File: src/rtl/pflash_pkg.sv
package pflash_pkg;
  typedef enum logic [2:0] {
    ST_IDLE, ST_PROG, ST_ERASE, ST_LOCK, ST_BUF_CNT, ST_BUF_DATA, ST_BUF_CONF
  } fsm_state_e;

  typedef enum logic [1:0] {RD_ARRAY, RD_STATUS, RD_IDENT, RD_QUERY} rd_mode_e;

  localparam logic [7:0] OP_PROG_A   = 8'h10;
  localparam logic [7:0] OP_PROG_B   = 8'h40;
  localparam logic [7:0] OP_ERASE    = 8'h20;
  localparam logic [7:0] OP_CLEAR    = 8'h50;
  localparam logic [7:0] OP_LOCK     = 8'h60;
  localparam logic [7:0] OP_STATUS   = 8'h70;
  localparam logic [7:0] OP_IDENT    = 8'h90;
  localparam logic [7:0] OP_QUERY    = 8'h98;
  localparam logic [7:0] OP_BUFFER   = 8'hE8;
  localparam logic [7:0] OP_ARRAY    = 8'hFF;
  localparam logic [7:0] OP_CONFIRM  = 8'hD0;
  localparam logic [7:0] OP_LOCK_SET = 8'h01;

  localparam int SR_READY     = 7;
  localparam int SR_ERASE_ERR = 5;
  localparam int SR_PROG_ERR  = 4;
endpackage

File: src/rtl/pflash_cmd_fsm.sv
module pflash_cmd_fsm
  import pflash_pkg::*;
#(
  parameter int ADDR_W = 8,
  parameter int CNT_W  = 7,
  parameter int WIN_W  = 8
) (
  input  logic              clk_i,
  input  logic              rst_ni,
  input  logic              we_i,
  input  logic [ADDR_W-1:0] addr_i,
  input  logic [7:0]        op_i,
  input  logic [CNT_W-1:0]  cnt_i,
  input  logic              read_only_i,
  output rd_mode_e          mode_o,
  output logic [7:0]        status_o,
  output fsm_state_e        state_o,
  output logic              cell_we_o,
  output logic [ADDR_W-1:0] cell_addr_o,
  output logic              erase_o
);
  localparam logic [ADDR_W-1:0] WinMask = ADDR_W'((64'(1) << WIN_W) - 1);

  fsm_state_e        state_q, state_d;
  rd_mode_e          mode_q, mode_d;
  logic [7:0]        status_q, status_d;
  logic [CNT_W-1:0]  cnt_q, cnt_d;
  logic [ADDR_W-1:0] win_q, win_d;
  logic              first_q, first_d;
  logic [ADDR_W-1:0] base;

  always_comb begin
    state_d     = state_q;
    mode_d      = mode_q;
    status_d    = status_q;
    cnt_d       = cnt_q;
    win_d       = win_q;
    first_d     = first_q;
    cell_we_o   = 1'b0;
    erase_o     = 1'b0;
    cell_addr_o = addr_i;
    base        = first_q ? addr_i : win_q;
    if (we_i) begin
      unique case (state_q)
        ST_IDLE: begin
          unique case (op_i)
            OP_PROG_A, OP_PROG_B: begin state_d = ST_PROG;  mode_d = RD_STATUS; end
            OP_ERASE:             begin state_d = ST_ERASE; mode_d = RD_STATUS; end
            OP_LOCK:              begin state_d = ST_LOCK;  mode_d = RD_STATUS; end
            OP_CLEAR:             begin status_d = '0;      mode_d = RD_STATUS; end
            OP_STATUS:            mode_d = RD_STATUS;
            OP_IDENT:             mode_d = RD_IDENT;
            OP_QUERY:             mode_d = RD_QUERY;
            OP_BUFFER: begin
              status_d[SR_READY] = 1'b1;
              state_d = ST_BUF_CNT;
              mode_d  = RD_STATUS;
            end
            default:              mode_d = RD_ARRAY;  // 0xFF or unknown
          endcase
        end
        ST_PROG: begin
          if (read_only_i) status_d[SR_PROG_ERR] = 1'b1;
          else begin
            cell_we_o = 1'b1;
            status_d[SR_READY] = 1'b1;
          end
          state_d = ST_IDLE;
        end
        ST_ERASE: begin
          state_d = ST_IDLE;
          if (op_i == OP_CONFIRM) begin
            if (read_only_i) status_d[SR_ERASE_ERR] = 1'b1;
            else begin
              erase_o = 1'b1;
              status_d[SR_READY] = 1'b1;
            end
          end else mode_d = RD_ARRAY;
        end
        ST_LOCK: begin
          state_d = ST_IDLE;
          if (op_i == OP_CONFIRM || op_i == OP_LOCK_SET) status_d[SR_READY] = 1'b1;
          else mode_d = RD_ARRAY;
        end
        ST_BUF_CNT: begin
          cnt_d   = cnt_i;
          first_d = 1'b1;
          state_d = ST_BUF_DATA;
        end
        ST_BUF_DATA: begin
          win_d       = base;
          first_d     = 1'b0;
          cell_addr_o = (base & ~WinMask) | (addr_i & WinMask);
          if (read_only_i) status_d[SR_PROG_ERR] = 1'b1;
          else cell_we_o = 1'b1;
          if (cnt_q == '0) state_d = ST_BUF_CONF;
          else cnt_d = cnt_q - 1'b1;
        end
        ST_BUF_CONF: begin
          state_d = ST_IDLE;
          if (op_i == OP_CONFIRM) status_d[SR_READY] = 1'b1;
          else mode_d = RD_ARRAY;
        end
        default: begin
          state_d = ST_IDLE;
          mode_d  = RD_ARRAY;
        end
      endcase
    end
  end

  always_ff @(posedge clk_i or negedge rst_ni) begin
    if (!rst_ni) begin
      state_q  <= ST_IDLE;
      mode_q   <= RD_ARRAY;
      status_q <= '0;
      cnt_q    <= '0;
      win_q    <= '0;
      first_q  <= 1'b0;
    end else begin
      state_q  <= state_d;
      mode_q   <= mode_d;
      status_q <= status_d;
      cnt_q    <= cnt_d;
      win_q    <= win_d;
      first_q  <= first_d;
    end
  end

  assign mode_o   = mode_q;
  assign status_o = status_q;
  assign state_o  = state_q;
endmodule

File: src/rtl/pflash_cells.sv
module pflash_cells #(
  parameter int NB           = 2,
  parameter int TOTAL        = 256,
  parameter int SECTOR_BYTES = 64,
  parameter int ADDR_W       = 8
) (
  input  logic              clk_i,
  input  logic              rst_ni,
  input  logic              big_endian_i,
  input  logic              we_i,
  input  logic [ADDR_W-1:0] waddr_i,
  input  logic [8*NB-1:0]   wdata_i,
  input  logic              erase_i,
  input  logic [ADDR_W-1:0] eaddr_i,
  input  logic [ADDR_W-1:0] raddr_i,
  output logic [8*NB-1:0]   rdata_o
);
  localparam int DATA_W = 8 * NB;
  localparam int SHIFT  = $clog2(NB);
  localparam int SEC_W  = $clog2(SECTOR_BYTES);

  logic [7:0] mem [TOTAL];
  logic [ADDR_W-1:0] rbase;

  function automatic logic [7:0] lane_byte(input logic [DATA_W-1:0] d, input int lane,
                                           input logic be);
    return be ? d[8*(NB-1-lane) +: 8] : d[8*lane +: 8];
  endfunction

  always_ff @(posedge clk_i or negedge rst_ni) begin
    if (!rst_ni) begin
      for (int b = 0; b < TOTAL; b++) mem[b] <= 8'hFF;
    end else begin
      for (int b = 0; b < TOTAL; b++) begin
        if (erase_i && ((ADDR_W'(b) >> SEC_W) == (eaddr_i >> SEC_W)))
          mem[b] <= 8'hFF;
        else if (we_i && ((ADDR_W'(b) >> SHIFT) == (waddr_i >> SHIFT)))
          mem[b] <= lane_byte(wdata_i, b % NB, big_endian_i);
      end
    end
  end

  assign rbase = (raddr_i >> SHIFT) << SHIFT;

  always_comb begin
    rdata_o = '0;
    for (int i = 0; i < NB; i++) begin
      if (big_endian_i) rdata_o[8*(NB-1-i) +: 8] = mem[rbase + ADDR_W'(i)];
      else              rdata_o[8*i +: 8]        = mem[rbase + ADDR_W'(i)];
    end
  end
endmodule

File: src/rtl/pflash_query_rom.sv
module pflash_query_rom #(
  parameter int TOTAL        = 256,
  parameter int SECTOR_BYTES = 64,
  parameter int NUM_SECTORS  = 4,
  parameter int BUF_LOG2     = 11,
  parameter int QRY_LEN      = 49
) (
  input  logic [7:0] idx_i,
  output logic [7:0] byte_o
);
  localparam int NSM1 = NUM_SECTORS - 1;

  always_comb begin
    byte_o = 8'h00;
    if (32'(idx_i) < QRY_LEN) begin
      unique case (idx_i)
        8'h10: byte_o = 8'h51;
        8'h11: byte_o = 8'h52;
        8'h12: byte_o = 8'h59;
        8'h13: byte_o = 8'h01;
        8'h15: byte_o = 8'h31;
        8'h27: byte_o = 8'($clog2(TOTAL));
        8'h28: byte_o = 8'h02;
        8'h2A: byte_o = 8'(BUF_LOG2);
        8'h2C: byte_o = 8'h01;
        8'h2D: byte_o = 8'(NSM1);
        8'h2E: byte_o = 8'(NSM1 >> 8);
        8'h2F: byte_o = 8'(SECTOR_BYTES >> 8);
        8'h30: byte_o = 8'(SECTOR_BYTES >> 16);
        default: byte_o = 8'h00;
      endcase
    end
  end
endmodule

File: src/rtl/pflash_cmd_top.sv
module pflash_cmd_top
  import pflash_pkg::*;
#(
  parameter int          NUM_SECTORS  = 4,
  parameter int          SECTOR_BYTES = 64,
  parameter int          DEV_BYTES    = 2,
  parameter logic [15:0] MFR_ID       = 16'h0089,
  parameter logic [15:0] DEV_ID       = 16'h0018,
  parameter int          QRY_LEN      = 49,
  localparam int         TOTAL        = NUM_SECTORS * SECTOR_BYTES,
  localparam int         ADDR_W       = $clog2(TOTAL),
  localparam int         DATA_W       = 8 * DEV_BYTES
) (
  input  logic              clk_i,
  input  logic              rst_ni,
  input  logic [ADDR_W-1:0] addr_i,
  input  logic [DATA_W-1:0] wdata_i,
  input  logic              we_i,
  input  logic              re_i,
  input  logic              big_endian_i,
  input  logic              read_only_i,
  output logic [DATA_W-1:0] rdata_o
);
  localparam int SHIFT    = $clog2(DEV_BYTES);
  localparam int BUF_LOG2 = (DEV_BYTES == 1) ? 8 : 11;
  localparam int WIN_W    = (BUF_LOG2 < ADDR_W) ? BUF_LOG2 : ADDR_W;
  localparam int CNT_W    = (WIN_W - SHIFT < 1) ? 1 : WIN_W - SHIFT;

  rd_mode_e          mode_w;
  fsm_state_e        state_w;
  logic [7:0]        status_w;
  logic              cell_we_w, erase_w;
  logic [ADDR_W-1:0] cell_addr_w;
  logic [DATA_W-1:0] array_word;
  logic [7:0]        qry_byte, idx;
  logic [31:0]       rd_value;

  pflash_cmd_fsm #(.ADDR_W(ADDR_W), .CNT_W(CNT_W), .WIN_W(WIN_W)) u_fsm (
    .clk_i, .rst_ni, .we_i, .addr_i,
    .op_i(wdata_i[7:0]), .cnt_i(wdata_i[CNT_W-1:0]), .read_only_i,
    .mode_o(mode_w), .status_o(status_w), .state_o(state_w),
    .cell_we_o(cell_we_w), .cell_addr_o(cell_addr_w), .erase_o(erase_w)
  );

  pflash_cells #(.NB(DEV_BYTES), .TOTAL(TOTAL), .SECTOR_BYTES(SECTOR_BYTES),
                 .ADDR_W(ADDR_W)) u_cells (
    .clk_i, .rst_ni, .big_endian_i,
    .we_i(cell_we_w), .waddr_i(cell_addr_w), .wdata_i,
    .erase_i(erase_w), .eaddr_i(addr_i),
    .raddr_i(addr_i), .rdata_o(array_word)
  );

  assign idx = 8'(addr_i >> SHIFT);

  pflash_query_rom #(.TOTAL(TOTAL), .SECTOR_BYTES(SECTOR_BYTES), .NUM_SECTORS(NUM_SECTORS),
                     .BUF_LOG2(BUF_LOG2), .QRY_LEN(QRY_LEN)) u_rom (
    .idx_i(idx), .byte_o(qry_byte)
  );

  always_comb begin
    unique case (mode_w)
      RD_STATUS: rd_value = {24'h0, status_w};
      RD_IDENT:  rd_value = (idx == 8'd0) ? {16'h0, MFR_ID} :
                            (idx == 8'd1) ? {16'h0, DEV_ID} : 32'h0;
      RD_QUERY:  rd_value = {24'h0, qry_byte};
      default:   rd_value = 32'(array_word);
    endcase
  end

  always_ff @(posedge clk_i or negedge rst_ni) begin
    if (!rst_ni)   rdata_o <= '0;
    else if (re_i) rdata_o <= DATA_W'(rd_value);
  end
endmodule

File: config.mk
export PLATFORM = sky130hd
export DESIGN_NAME = pflash_cmd_top
export DESIGN_NICKNAME = d
export VERILOG_FILES = /design/src/rtl/pflash_pkg.sv /design/src/rtl/pflash_cmd_fsm.sv /design/src/rtl/pflash_cells.sv /design/src/rtl/pflash_query_rom.sv /design/src/rtl/pflash_cmd_top.sv
export SDC_FILE = /design/constraint.sdc
export NUM_CORES = 2
export LEC_CHECK = 0
export ABC_AREA = 1
export BUFFER_PORTS_ARGS = -buffer_cell sky130_fd_sc_hd__buf_4
export CAP_MARGIN = 40
export CORE_MARGIN = 10
export CORE_UTILIZATION = 47
export CTS_CLUSTER_SIZE = 20
export DETAILED_ROUTE_END_ITERATION = 12
export PLACE_DENSITY = 0.63
export SLEW_MARGIN = 25
export SYNTH_ARGS = -nofsm -noshare
export SYNTH_HDL_FRONTEND = slang
export SYNTH_SLANG_ARGS = --single-unit
File: constraint.sdc
create_clock -name clk_i -period 2.1 [get_ports clk_i]
set_clock_uncertainty 0.1 [all_clocks]
set_input_delay 0.105 -clock clk_i [delete_from_list [all_inputs] [get_ports clk_i]]
set_output_delay 0.105 -clock clk_i [all_outputs]
set_load 0.05 [all_outputs]
# Yosys cells after proc, flatten, opt, wreduce, memory -nomap -nowiden
# Memories as Yosys holds them, arrays and structs flattened.
# Cells that the tools add are included.
[op_classes]
n_addsub = 2
order_cmp = 3
eq_ne = 163
muxes = 553
bitwise = 3
n_reduce_logical = 281
[ops]
columns = ["op", "n"]
rows = [
  ["8-bit two-way mux", 523],
  ["7-bit == test (first input constant)", 64],
  ["2-bit nonzero test", 131],
  ["6-bit by 7-bit == test with 1-bit output (first input constant)", 32],
  ["1-bit logical AND", 132],
  ["8-bit binary-select mux with 8-bit select", 2],
  ["5-bit by 7-bit == test with 1-bit output (first input constant)", 16],
  ["4-bit by 7-bit == test with 1-bit output (first input constant)", 8],
  ["16-bit one-hot mux with 3 select lines", 1],
  ["8-bit by 7-bit == test with 1-bit output (second input constant)", 4],
  ["8-bit == test (second input constant)", 4],
  ["3-bit by 7-bit == test with 1-bit output (first input constant)", 4],
  ["9-bit greater-or-equal comparator (second input constant)", 2],
  ["8-bit NOT with 9-bit output", 2],
  ["8-bit logical NOT", 2],
  ["2-bit by 7-bit == test with 1-bit output (first input constant)", 2],
  ["7-bit one-hot mux with 2 select lines", 1],
  ["1-bit two-way mux", 12],
  ["3-bit one-hot mux with 4 select lines", 1],
  ["2-bit by 1-bit inequality test with 1-bit output (second input constant)", 5],
  ["2-bit inequality test (second input constant)", 5],
  ["3-bit == test (second input constant)", 3],
  ["3-bit one-hot mux with 3 select lines", 1],
  ["8-bit by 1-bit adder with 8-bit output (second input constant)", 1],
  ["37 further kinds", 47],
]
[word_totals]
regBits = 2079
rom_bits = 384
output_inout_bits = 16
mem_count = 1
[memory_table]
columns = ["name", "words", "word_bits", "rd", "rd_clocked_by_memory_dff", "wr", "line_no", "rtl"]
rows = [
  ["(name not given)", 64, 6, 1, 0, 0, "pflash_query_rom.sv:16", "unique case (idx_i)"],
]

# Logic depth before layout (Yosys ltp)
[logic_depth]
ltp_word = 7
mapped_depth = 19

# By module
# From an unflattened synthesis, not the netlist that was laid out.
[unflattened]
cells_unflattened = 12149
area_unflattened_um2 = 98708.4
[modules_own_cells]
columns = ["module", "n_inst", "cells_each", "area_per_inst_um2", "seq_area_each_um2"]
rows = [
  ["pflash_cells", 1, 11757, 96274.8, 53811.6],
  ["pflash_cmd_fsm", 1, 219, 1371.3, 375.4],
  ["pflash_cmd_top", 1, 130, 873.3, 400.4],
  ["pflash_query_rom", 1, 43, 188.9, 0.0],
]

# Worst setup path before layout
# OpenSTA, ideal clock, no wires.
[synth_timing]
path_type = "register to register"
from = "register u_fsm.state_q[1] (netlist: u_fsm.state_o[1])"
to = "register u_cells.mem[1024] (netlist name)"
setup_time_ns = 0.060
arrival_ns = 2.090
required_ns = 1.940
setup_slack_ns = -0.150
path_stages_with_launch = 16
n_path_buf = 3
path_cell_list = "dfrtp_1 > inv_1 > nor2_1 > nand2_1 > inv_1 > nand2_1 > nor3_4 > nand2_1 > inv_2 > buf_2 > nor2_1 > inv_2 > buf_2 > buf_4 > o22ai_1 > inv_1"
[synth_via]
elab_chain_cells = 6
word_cells_on_any_way = 12
cone_classes = "3 x eq/ne; 5 x mux; 4 x reduce/logical"
[synth_rtl]
columns = ["element", "line_no", "rtl"]
rows = [
  ["from (decl)", "pflash_cmd_fsm.sv:24", "fsm_state_e state_q, state_d;"],
  ["from (signal assigned)", "pflash_cmd_fsm.sv:121", "state_q <= state_d;"],
  ["3-bit by 1-bit == test with 1-bit output / 3-bit == test (equally long branches)", "pflash_cmd_fsm.sv:44", "unique case (state_q)"],
  ["2-bit OR reduction (no source line)", "-", ""],
  ["1-bit two-way mux", "-", ""],
  ["1-bit two-way mux", "pflash_cmd_fsm.sv:43", "if (we_i) begin"],
  ["1-bit logical AND", "pflash_cells.sv:37", "else if (we_i && ((ADDR_W'(b) >> SHIFT) == (waddr_i >> SHIFT)))"],
  ["2-bit nonzero test (no source line)", "-", ""],
  ["to (signal, indexed assignment)", "pflash_cells.sv:38", "mem[b] <= lane_byte(wdata_i, b % NB, big_endian_i);"],
  ["to (decl)", "pflash_cells.sv:22", "logic [7:0] mem [TOTAL];"],
]
# Parallel ways exist; a longest one is shown, timed or not.
# A chain may end at the register's enable or synchronous reset.

# Worst setup path after layout
[layout_timing]
from = "register u_fsm.state_q[0] (netlist: u_fsm.state_o[0])"
to = "register u_cells.mem[62] (netlist name)"
# Same word-level chain as after synthesis.

==> impl_metrics.csv <==
group,metric,value,unit
clocking,tritoncts,"done",
worst_setup_path,crit_arrival,3080,ps
clocking,cts_buffer_depth,3,
grt,grt_pass1_vias,92376,
route,viasPerCell,5.801,
sta,holdWs,3.107,ps
clocking,cts.sinks,2079,
worst_setup_path,path_class,"register to register",
floorplanning,coreArea,211900,µm²
route,dr.pass1.iters,8,
floorplanning,die-height,481.2,µm
grt,overflow,0,
worst_setup_path,crit_path_end,"u_cells.mem[62]",
clocking,insertion_delay,890,ps
placed_design,dpl_cell_area,114800,µm²
cells_and_area,area.growth.synth_to_final,27.61,%
grt,track_usage,0.3289,
worst_setup_path,required,2820,ps
yosys,synth_edf_count,0,
worst_setup_path,reg2reg_to,"u_cells.mem[62]",
yosys,syn_nets,12432,
yosys,avgSynthCellArea,8.060,µm²
pwr,leakage,68.33,nW
clocking,path_clk_slew,60,ps
grt,antenna_found_initial,11,
sta,hold_viol,0,
yosys,yosysWarnings,0,
grt,grt_pass1_wl,584800,µm
worst_setup_path,critPathLaunch,"u_fsm.state_o[0]",
yosys,ys_types,37,
floorplanning,start_util,0.4717,
pwr,ir_drop,0.9648,mV
placed_design,hpwlAfterDp,265600,µm
route,vias,94240,
floorplanning,num_io_pins,46,
sta,relSlewSlack,0.4806,
worst_setup_path,r2r.worst_path.cells,14,
route,drt_iter0_drc,10396,
cells_and_area,stdcell_area,127500,µm²
sta,finalSetupViolCount,2062,
floorplanning,die_x,481.2,µm
clocking,htree_levels,4,
route,routed.top_layer,"met5",
yosys,synth-seq-cells,2079,
cells_and_area,nFillCells,18177,
cells_and_area,drive_above_1_share,0.3179,
route,met3_wirelength,40660,µm
worst_setup_path,cp-start-kind,"register",
grt,grt_max_degree,121,
sta,period_share,1.125,
clocking,cts_buffers,219,
job,maxCapViolCount,0,
pwr,p_per_area,837.9,nW/µm²
yosys,ys.flop_type,"dfstp_2",
sta,post-route-min-period,2363,ps
worst_setup_path,r2r_start,"u_fsm.state_o[0]",
route,wire_per_inst,24.56,µm
worst_setup_path,crit_fanout,8,
cells_and_area,nNetsFinal,13258,
route,wl_met2,176800,µm
outcome,failed_checks,"setup timing",
yosys,synthArstFlopShare,1.000,
sta,rsz0062_at_grt,"yes",
worst_setup_path,worst_setup_path_end_kind,"register",
route,drcViolationCount,0,
outcome,outcome,"complete, but fails checks",
min_path,min_path_type,"primary input to async pin",
yosys,syn-cell-area,99950,µm²
floorplanning,num_rows,169,
floorplanning,dieArea,231500,µm²
route,wl_met1,152300,µm
sta,final.setup.tns,-292000,ps
sta,slew_viol_final,0,
route,wl,399000,µm
placed_design,portBuffers,44,
placed_design,place_congestion,1.004,
worst_setup_path,r2r_setup_slack,-260,ps
yosys,syn_inst,12401,
sta,timing.final.ws_setup,-262.7,ps
route,ant_nets,0,
sta,tightestPinTransition,779.1,ps
yosys,ys_seq_area_frac,0.5461,
clocking,cts-root-buf,"clkbuf_16",
sta,max_freq,0.4233,GHz
report_power, final:
part	internal, mW	total (mW)	switching [mW]
Sequential	46.5	48.8	2.30
Clock	24.2	41.3	17.1
Combinational	6.69	16.8	10.1
Total	77.4	107	29.5
cells in the mapped netlist (4+ instances only):
master,number,area [µm²]
nor3_2,9,90.09
buf_1,67,251.5
nand2_2,4,25.02
inv_1,1905,7151
nand2_1,4322,16220
buf_4,10,75.07
or2_2,5,31.28
inv_2,32,120.1
clkbuf_1,462,1734
dfrtp_1,31,775.7
nor3_1,7,35.03
nand3_1,175,875.8
clkinv_1,4,15.01
dfstp_2,2048,53810
nor2_1,576,2162
a22oi_1,131,983.4
a31oi_1,28,175.2
nand4_1,128,800.8
o21ai_1,4,20.02
a21oi_1,237,1186
o21ai_0,102,510.5
o211ai_1,4,30.03
o22ai_1,1793,11220
buf_2,301,1506
cell type report:
class	instances	area (µm²)	area share
diodes	13	32.53	0.0002551
repair buffers	1445	17470	0.1369
multi-input cells	7541	36920	0.2895
clock buffers	327	6534	0.05123
well taps	2821	3530	0.02767
inverters	1941	7380	0.05786
flip-flops and latches	2079	54590	0.4280
clock inverters	79	1097	0.008603
metal layers:
metal,global-route usage,vias to the layer above
met2,0.5016,5234
met3,0.07757,1264
met1,0.4256,46202
met4,0.1963,16
met5,0.002692,-
li1,-,41524
worst max-delay path: stages, from the launching register on:
cell and delay, ps:
dfrtp_1 410, buf_6 130, nor2_4 90, nand2_2 60, inv_2 80, nand2_4 50
nor3_4 150, buf_12 160, nand3_4 160, buf_12 210, buf_16 180, nand2_8 120
clkbuf_16 170, o22ai_1 90, inv_1 80
kinds of logic (layout without fill, tap and decap cells):
logic type / after synthesis / after routing / share of synthesized area
AND/OR/NAND/NOR: 5232 / 5232 / 0.2031
XOR/XNOR: 2 / 2 / 0.0001753
multiplexers: 1 / 1 / 0.0001002
buffers and inverters: 2781 / 3792 / 0.1086
other: 0 / 13 / 0
adder cells (fa/ha/maj): 1 / 1 / 0.0001252
flip-flops: 2079 / 2079 / 0.5461
AO/OA/AOI/OAI: 2305 / 2305 / 0.1418
through the flow:
step	instances	util	setup WS, ps	power [mW]
2_1_floorplan	12401	-	-13.70	56.93
3_3_place_gp	15672	0.5420	-797.9	64.02
3_5_place_dp	15672	0.5420	-807.3	64.54
4_1_cts	16177	0.5903	-230.1	106.1
5_1_grt	16240	0.6019	-357.5	110.5
6_report	16246	0.6020	-262.7	106.9
placed cells by master, fill, tap and decap left out, types with 23 or more instances in the layout:
cell type	instances
nand2_1	4193
dfstp_2	2048
inv_1	1885
o22ai_1	1661
buf_4	876
nor2_1	525
buf_12	418
clkbuf_16	251
a21oi_1	204
nand3_1	151
a22oi_1	131
nand4_1	128
o22ai_2	108
o21ai_0	99
nand2_2	84
buf_6	56
clkbuf_8	52
clkbuf_1	50
clkinv_2	36
a21oi_2	33
inv_2	32
dlygate4sd3_1	32
nor2_2	31
dfrtp_1	30
a31oi_1	27
nand2_8	26
buf_16	25
o22ai_4	24
nand2_4	23
worst min-delay path by stage:
stage | start | cells past startpoint | endpoint
after floorplan | rst_ni | 0 | rdata_o[0]
after global placement | rst_ni | 1 | u_cells.mem[151]
after detailed placement | rst_ni | 1 | u_cells.mem[151]
after CTS | rst_ni | 2 | u_cells.mem[212]
after global routing | rst_ni | 2 | u_cells.mem[151]
final | rst_ni | 2 | u_cells.mem[151]
repair_timing:
item,4_1_cts,5_1_grt
pin swaps,40,33
setup endpoints to repair,1914,2068
cloned,28,29
resized for setup,298,305
setup buffers,42,34
endpoints found under the hold margin,1830,0
hold buffers,32,0
flip-flops by register name, indices dropped and copies added, names as in the netlist:
signal          count
u_cells.mem      2048
rdata_o            16
u_fsm.cnt_q         7
u_fsm.state_o       3
u_fsm.status_o      3
u_fsm.mode_o        2
Power figures use the tool's default switching activity.
